### config.mk
export PLATFORM = sky130hd
export DESIGN_NAME = vco_band_seq
export DESIGN_NICKNAME = d
export VERILOG_FILES = /design/src/rtl/vbs_pkg.sv /design/src/rtl/vbs_prediv.sv /design/src/rtl/vbs_cycle_ctr.sv /design/src/rtl/vbs_search.sv /design/src/rtl/vco_band_seq.sv
export SDC_FILE = /design/constraint.sdc
export NUM_CORES = 1
export LEC_CHECK = 0
export ABC_AREA = 1
export BUFFER_PORTS_ARGS = -buffer_cell sky130_fd_sc_hd__buf_2
export CAP_MARGIN = 20
export CORE_ASPECT_RATIO = 0.75
export CORE_MARGIN = 10
export CORE_UTILIZATION = 35
export CTS_BUF_LIST = sky130_fd_sc_hd__clkbuf_16
export DETAILED_ROUTE_END_ITERATION = 8
export PLACE_DENSITY_LB_ADDON = 0.1
export REMOVE_ABC_BUFFERS = 1
export SYNTH_ARGS = -nofsm -noshare
export SYNTH_HDL_FRONTEND = slang
export SYNTH_SLANG_ARGS = --single-unit
### constraint.sdc
create_clock -name clk -period 3.5 [get_ports clk]
set_input_delay 0.35 -clock clk [delete_from_list [all_inputs] [get_ports clk]]
set_output_delay 0.35 -clock clk [all_outputs]
set_load 0.005 [all_outputs]
### src/rtl/vbs_pkg.sv
// Package: shared constants and types for the band selection sequencer.
// Assumes a single synchronous clock domain for every user.
package vbs_pkg;
    // Pre-divider settings, encoded as the log2 of the divide ratio
    typedef enum logic [1:0] {
        DIV_BY1 = 2'b00,
        DIV_BY2 = 2'b01,
        DIV_BY4 = 2'b10,
        DIV_BY8 = 2'b11
    } div_sel_e;

    // Default band count is eight, so the index is three bits wide
    localparam int unsigned BAND_W_DEF = 3;
    // Default run length in divided ticks
    localparam int unsigned STEPS_DEF  = 5;
endpackage

### src/rtl/vbs_prediv.sv
// Module: pre-divider that turns reference-divider pulses into band-select ticks.
// It counts ref_tick pulses and emits bs_tick on the last pulse of each group
// of 2**div_sel pulses. restart zeroes the phase.
// Assumes ref_tick is a one-cycle pulse.
module vbs_prediv #(
    parameter int unsigned DSEL_W = 2
) (
    input  logic              clk,
    input  logic              rst_n,
    input  logic              restart,
    input  logic              ref_tick,
    input  logic [DSEL_W-1:0] div_sel,
    output logic              bs_tick
);
    localparam int unsigned MAXDIV = 1 << ((1 << DSEL_W) - 1);
    localparam int unsigned CNT_W  = (MAXDIV > 1) ? $clog2(MAXDIV) : 1;

    logic [CNT_W-1:0] cnt;
    logic [CNT_W:0]   ratio;
    logic [CNT_W:0]   cnt_next;
    logic             last;

    // Divide ratio and the test for the last pulse of a group
    always_comb begin
        ratio    = (CNT_W+1)'(1) << div_sel;
        cnt_next = {1'b0, cnt} + (CNT_W+1)'(1);
        last     = (cnt_next >= ratio);
    end

    // Phase counter over reference pulses
    always_ff @(posedge clk) begin
        if (!rst_n || restart) begin
            cnt <= '0;
        end else if (ref_tick) begin
            if (last) cnt <= '0;
            else      cnt <= cnt_next[CNT_W-1:0];
        end
    end

    assign bs_tick = ref_tick & last;
endmodule

### src/rtl/vbs_cycle_ctr.sv
// Module: run timer that counts STEPS band-select ticks.
// busy rises on reset or start and falls on the final tick, when done
// pulses for one cycle. start has priority over a coincident tick.
module vbs_cycle_ctr #(
    parameter int unsigned STEPS = 5,
    localparam int unsigned CW   = $clog2(STEPS + 1)
) (
    input  logic          clk,
    input  logic          rst_n,
    input  logic          start,
    input  logic          tick,
    output logic          busy,
    output logic          done,
    output logic [CW-1:0] step
);
    localparam logic [CW-1:0] LAST_STEP = CW'(STEPS - 1);

    // Run state: reset behaves like a power-up start
    always_ff @(posedge clk) begin
        if (!rst_n) begin
            busy <= 1'b1;
            done <= 1'b0;
            step <= '0;
        end else begin
            done <= 1'b0;
            if (start) begin
                busy <= 1'b1;
                step <= '0;
            end else if (busy && tick) begin
                if (step == LAST_STEP) begin
                    busy <= 1'b0;
                    done <= 1'b1;
                    step <= '0;
                end else begin
                    step <= step + CW'(1);
                end
            end
        end
    end
endmodule

### src/rtl/vbs_search.sv
// Module: successive-approximation register for the band index.
// It starts at the mid code. At step k (k < BAND_W) it writes the comparator
// into bit BAND_W-1-k and sets the next lower bit as the new trial.
// It holds its value outside those steps. Assumes step counts ticks of the run.
module vbs_search #(
    parameter int unsigned BAND_W = 3,
    parameter int unsigned CW     = 3
) (
    input  logic              clk,
    input  logic              rst_n,
    input  logic              start,
    input  logic              tick,
    input  logic              busy,
    input  logic [CW-1:0]     step,
    input  logic              cmp,
    output logic [BAND_W-1:0] band
);
    localparam logic [BAND_W-1:0] SEED = BAND_W'(1) << (BAND_W - 1);

    logic [BAND_W-1:0] trial;
    logic              active;

    // Next trial code: resolve the current bit and probe the one below it
    always_comb begin
        trial  = band;
        active = busy && tick && (int'(step) < int'(BAND_W));
        for (int i = 0; i < int'(BAND_W); i++) begin
            if (i == int'(BAND_W) - 1 - int'(step))      trial[i] = cmp;
            else if (i == int'(BAND_W) - 2 - int'(step)) trial[i] = 1'b1;
        end
    end

    // Band register: seeded at each run start, updated on search steps
    always_ff @(posedge clk) begin
        if (!rst_n || start) band <= SEED;
        else if (active)     band <= trial;
    end
endmodule

### src/rtl/vco_band_seq.sv
// Module: top of the oscillator band selection sequencer.
// It joins the pre-divider, the run timer and the search register. The
// tuning override follows the run state.
// Assumes ref_tick and trig are one-cycle pulses synchronous to clk.
module vco_band_seq #(
    parameter int unsigned BAND_W = vbs_pkg::BAND_W_DEF,
    parameter int unsigned STEPS  = vbs_pkg::STEPS_DEF,
    parameter int unsigned DSEL_W = 2
) (
    input  logic              clk,
    input  logic              rst_n,
    input  logic              ref_tick,
    input  logic [DSEL_W-1:0] div_sel,
    input  logic              trig,
    input  logic              cmp_hi,
    output logic              tune_override,
    output logic              busy,
    output logic              done,
    output logic [BAND_W-1:0] band
);
    localparam int unsigned CW = $clog2(STEPS + 1);

    logic          bs_tick;
    logic [CW-1:0] step;

    vbs_prediv #(.DSEL_W(DSEL_W)) u_prediv (
        .clk      (clk),
        .rst_n    (rst_n),
        .restart  (trig),
        .ref_tick (ref_tick),
        .div_sel  (div_sel),
        .bs_tick  (bs_tick)
    );

    vbs_cycle_ctr #(.STEPS(STEPS)) u_timer (
        .clk   (clk),
        .rst_n (rst_n),
        .start (trig),
        .tick  (bs_tick),
        .busy  (busy),
        .done  (done),
        .step  (step)
    );

    vbs_search #(.BAND_W(BAND_W), .CW(CW)) u_sar (
        .clk   (clk),
        .rst_n (rst_n),
        .start (trig),
        .tick  (bs_tick),
        .busy  (busy),
        .step  (step),
        .cmp   (cmp_hi),
        .band  (band)
    );

    // Tuning path override is held for the whole run
    assign tune_override = busy;
endmodule

---- Word-level counts from Yosys, hierarchy flattened ----
Index checks and enable logic that the tools add are counted.
word-level totals
  bits in registers ....................... 11
cells by class
  $add $sub $neg .......................... 4
  order comparisons ....................... 2
  eq/ne operators ......................... 5
  shift-type cells ........................ 1
  mux-type cells .......................... 9
  bitwise operators ....................... 3
  reductions and logical operators ........ 15
operators with widths
  cell                                                                   number
  2-bit by 32-bit equality test with 1-bit output, first input constant  2
  3-bit by 32-bit equality test with 1-bit output, first input constant  2
  32-bit zero test                                                       2
  2-bit AND reduction                                                    4
  1-bit two-way mux                                                      7
  3-bit two-way mux                                                      2
  2-bit nonzero test                                                     3
  3-bit by 1-bit adder with 4-bit output, second input constant          1
  4-bit greater-or-equal comparator                                      1
  1-bit by 2-bit left shift with 4-bit output, first input constant      1
  1-bit by 3-bit subtractor with 4-bit output, first input constant      1
  2-bit by 3-bit subtractor with 4-bit output, first input constant      1
  3-bit by 1-bit adder with 3-bit output, second input constant          1
  3-bit equality test, second input constant                             1
  3-bit by 2-bit < comparator with 1-bit output, second input constant   1
  3-bit OR reduction                                                     1
  1-bit logical AND                                                      2
  1-bit NOT                                                              2
  2-bit OR reduction                                                     1
  1-bit bitwise AND                                                      1
  1-bit zero test                                                        1
  1-bit logical OR                                                       1

---- Longest topological paths before layout ----
  depth after elaboration ................. 6
  gate-level depth with buffers ........... 12
  mapped depth without buffers ............ 12

---- By module ----
Synthesis repeated with hierarchy kept, for this count alone.
second synthesis, totals
  cell total of the unflattened synthesis .. 105
  area, all modules ....................... 706.9 µm²
modules (own cells, without submodules)
  module         times used  cells an instance  area an instance (µm²)  sequential area each (µm²)
  vbs_prediv     1           42                 272.8                   60.1
  vbs_cycle_ctr  1           33                 249.0                   100.1
  vbs_search     1           29                 177.7                   60.1
  vco_band_seq   1           1                  7.5                     0.0

---- Worst setup path after synthesis ----
Ideal clock, no wire load.
  path type ............................... register to register
  start ................................... reg u_prediv.cnt[0]
  end ..................................... reg u_timer.step[1]
  setup time .............................. 117 ps
  arrival time ............................ 1560 ps
  slack ................................... 1822 ps
  cell stages (with the launch flop) ...... 12
  path buffers ............................ 0
  period minus slack after synthesis ...... 1678 ps
  cells stage by stage .................... dfxtp_1 ha_1 xor2_1 ha_1 nand2_1 inv_1 nand2_1 nand3_4 nand2_4 clkinv_4 o21ai_1 nor2_1
between the ends
  cells in the longest elaborated chain, start to end .. 4
ends and longest elaborated chain
  element                                 line                 RTL
  start: declaration                      vbs_prediv.sv:18     logic [CNT_W-1:0] cnt;
  start signal: assignment                vbs_prediv.sv:36     else cnt <= cnt_next[CNT_W-1:0];
  3-bit by 1-bit adder with 4-bit output  vbs_prediv.sv:26     cnt_next = {1'b0, cnt} + (CNT_W+1)'(1);
  4-bit greater-or-equal comparator       vbs_prediv.sv:27     last = (cnt_next >= ratio);
  1-bit bitwise AND                       vbs_prediv.sv:40     assign bs_tick = ref_tick & last;
  1-bit logical AND                       vbs_cycle_ctr.sv:29  end else if (busy && tick) begin
  end signal: assignment                  vbs_cycle_ctr.sv:35  step <= step + CW'(1);
  end: declaration                        vbs_cycle_ctr.sv:14  output logic [CW-1:0] step
Every way passes these cells.
A chain may end at the register's enable or synchronous reset.

---- Worst setup path after layout ----
Ends and elaborated chain as after synthesis.

==> results.yml <==
drt:
  remaining_drc_errors: 0
  antenna_left: 0
  drtPass1Iterations: 5
  wl_per_cell_um: 10.8
  viasPerCell: 4.75
  drt_iter0_markers: 21
  via_count: 694
  wirelength_mm: 1.58
die:
  rows: 14
  floorplan.initialDensity_pct: 37.3
  dieWidth_um: 73.7
  io_pins: 13
  die_y_um: 60.3
  die_area_mm2: 0.00444
  fp.coreArea_mm2: 0.00203
timing:
  slew_headroom_pct: 71.5
  worst_pin_slew_ns: 0.427
  finalCriticalPeriod_ns: 1.85
  drv_slew: 0
  setup_viol: 0
  rsz0062_at_grt: "no"
  fmax_mhz: 541
  timing_hold_violations_final: 0
  tns_ns: 0
  fin_crit_sh_pct: 52.8
  skew_ns: 0.000664
pwr:
  seqPwrFrac_pct: 33.3
  swShare_pct: 23.9
  pwr-share-comb_pct: 13.6
  intPower_mw: 0.301
  leakage_nw: 0.452
  p_sw_mw: 0.0947
  vdd_drop_max_mv: 0.405
  clkPwrFrac_pct: 53.1
  powerDensity_mw_per_mm2: 430
  power.total_mw: 0.395
min_path:
  hold_depth: 3
  hp-class: "input pin to register"
  hold_path.startpoint: "trig"
  holdPathEnd: "u_sar.band[2]$_SDFFE_PP1P_"
place:
  hpwlAfterDp_mm: 1.27
  gp_routability_congestion: 0.795
  numPortBuffers: 12
  placed_area_um2: 840
  placed_cells: 142
final_layout:
  drive_above_1_share_pct: 20.5
  nets: 139
  finalNonFillerCells: 146
  multi_input_area_um2: 453
  postLayoutCellArea_um2: 920
  regArea_um2: 220
  n_antenna_cell: 0
  areaGrowthSynthToFinish_pct: 21.5
  fillers: 210
setup_path:
  worstPathRequired_ns: 3.62
  cp.arrival_ns: 1.97
  r2r-start: "u_prediv.cnt[0]$_SDFFE_PP0P_"
  ff2ff_setup_slack_ns: 1.65
  regToRegEndpoint: "u_timer.step[1]$_SDFFE_PP0P_"
  startpoint_type: "register"
  r2r_cells: 11
  worst-path-max-fanout: 7
  path_class: "register to register"
  end_kind: "register"
synthesis:
  yosys_most_used_dff: "dfxtp_1"
  synth_seq_cells: 11
  synth_compound_area_share_pct: 8.60
  yosysSeqAreaShare_pct: 29.1
  async_flop_share_pct: 0
  synthSimpleGateAreaFrac_pct: 34.0
  yosys_warnings: 0
  synth_edf_count: 0
  avgSynthCellArea_um2: 7.07
  synthMuxAreaShare_pct: 0
  synth_xor_area_share_pct: 2.31
  syn-cell-area_um2: 757
  synth_fa_ha_area_share_pct: 14.9
  syn_inst: 107
  synth_top_family_by_area: "simple AND/OR/NAND/NOR gates"
  ys_types: 21
global_routing:
  grt_max_degree: 8
  grt_pass1_vias: 603
  grt_overflow: 0
  track_usage_pct: 7.57
  grt_pass1_wl_mm: 2.64
  antenna_found_initial: 0
clock_network:
  clk_path_buf_depth: 2
  cts_tree: "built"
  htree_levels: 1
  cts_resized: 0
  numCtsBuffers: 3
  cts-root-buf: "clkbuf_16"
  clkLatencyLatePin_ns: 0.24
  path_clk_slew_ns: 0.04
  holdBufCountCts: 0
  cts_setup_buffers: 0
  clock-sinks: 11
run:
  drv_cap: 0
status:
  outcome: "completed"
==> layout make-up <==
cell class / count / area share [%]
Multi-Input combinational cell: 76 / 49.3
Sequential cell: 11 / 23.9
Inverter: 19 / 8.30
Clock buffer: 3 / 8.16
Timing Repair Buffer: 12 / 6.53
Tap cell: 24 / 3.27
Clock inverter: 1 / 0.544
==> power by group through the flow <==
stage          logic [mW]  clock network, mW  registers [mW]
6_report           0.0539              0.210           0.132
5_1_grt            0.0627              0.222           0.132
4_1_cts            0.0544              0.215           0.132
3_5_place_dp       0.0538                  0           0.134
3_3_place_gp       0.0548                  0           0.134
2_1_floorplan      0.0401                  0           0.134
==> worst max-delay path, stage by stage (launching register included) <==
cell and delay, ns:
dfxtp_1 0.38, ha_1 0.18, xor2_1 0.22, ha_1 0.29
nand2_1 0.06, inv_1 0.03, nand2_1 0.09, nand3_4 0.11
nand2_4 0.13, clkinv_4 0.07, o21ai_1 0.11, nor2_1 0.05
==> synthesized netlist by cell type (2+ instances only) <==
| cell | n | share of area, % |
|---|---|---|
| nand2_1 | 26 | 13 |
| inv_1 | 17 | 8.4 |
| dfxtp_1 | 11 | 29 |
| ha_1 | 9 | 15 |
| nand4_1 | 7 | 5.8 |
| nor2_1 | 7 | 3.5 |
| nand3_1 | 6 | 4.0 |
| a21oi_1 | 5 | 3.3 |
| nor2_2 | 3 | 2.5 |
| o21ai_0 | 3 | 2.0 |
| o21ai_1 | 2 | 1.3 |
| xor2_1 | 2 | 2.3 |
==> per-stage QoR <==
step	utilization (%)	setup slack [ns]	hold WS, ns
2_1_floorplan	-	1.82	0.440
3_3_place_gp	41.3	1.70	0.439
3_5_place_dp	41.3	1.66	0.435
4_1_cts	45.3	1.64	0.407
5_1_grt	45.3	1.43	0.447
6_report	45.3	1.65	0.415
==> registers in the layout, summed over array words and instances, names as in the netlist <==
| signal | cells |
|---|---|
| u_timer.busy | 1 |
| u_prediv.cnt | 3 |
| u_sar.band | 3 |
| u_timer.done | 1 |
| u_timer.step | 3 |
==> worst max path at each step <==
stage / slack (ns) / endpoint / start
finish: 1.65 / u_timer.step[1]$_SDFFE_PP0P_ / u_prediv.cnt[0]$_SDFFE_PP0P_
global route: 1.43 / u_timer.step[1]$_SDFFE_PP0P_ / u_prediv.cnt[0]$_SDFFE_PP0P_
floorplan: 1.82 / u_timer.step[1]$_SDFFE_PP0P_ / u_prediv.cnt[0]$_SDFFE_PP0P_
global placement: 1.70 / u_timer.step[1]$_SDFFE_PP0P_ / div_sel[0]
detailed placement: 1.66 / u_timer.step[1]$_SDFFE_PP0P_ / div_sel[1]
CTS: 1.64 / u_timer.step[1]$_SDFFE_PP0P_ / u_prediv.cnt[0]$_SDFFE_PP0P_
==> layer usage <==
layer / GRT usage, % / routed length [µm]
met1: 10.8 / 854
met2: 8.98 / 575
met3: 4.64 / 143
met4: 1.59 / 9
met5: 0 / 0
==> layout by cell type, fill, tap and decap left out, types with 2 or more instances in the layout <==
master	n
nand2_1	26
inv_1	17
buf_2	12
dfxtp_1	11
ha_1	9
nor2_1	7
nand4_1	7
nand3_1	6
a21oi_1	5
nor2_2	3
o21ai_0	3
clkbuf_16	3
xor2_1	2
o21ai_1	2
==> cell families after synthesis <==
kind of cell    after synthesis
compound gates               12
buf+inv                      20
simple gates                 53
fa+ha+maj                     9
flops                        11
xor+xnor                      2
No activity file was read; power rests on OpenSTA's default activity.
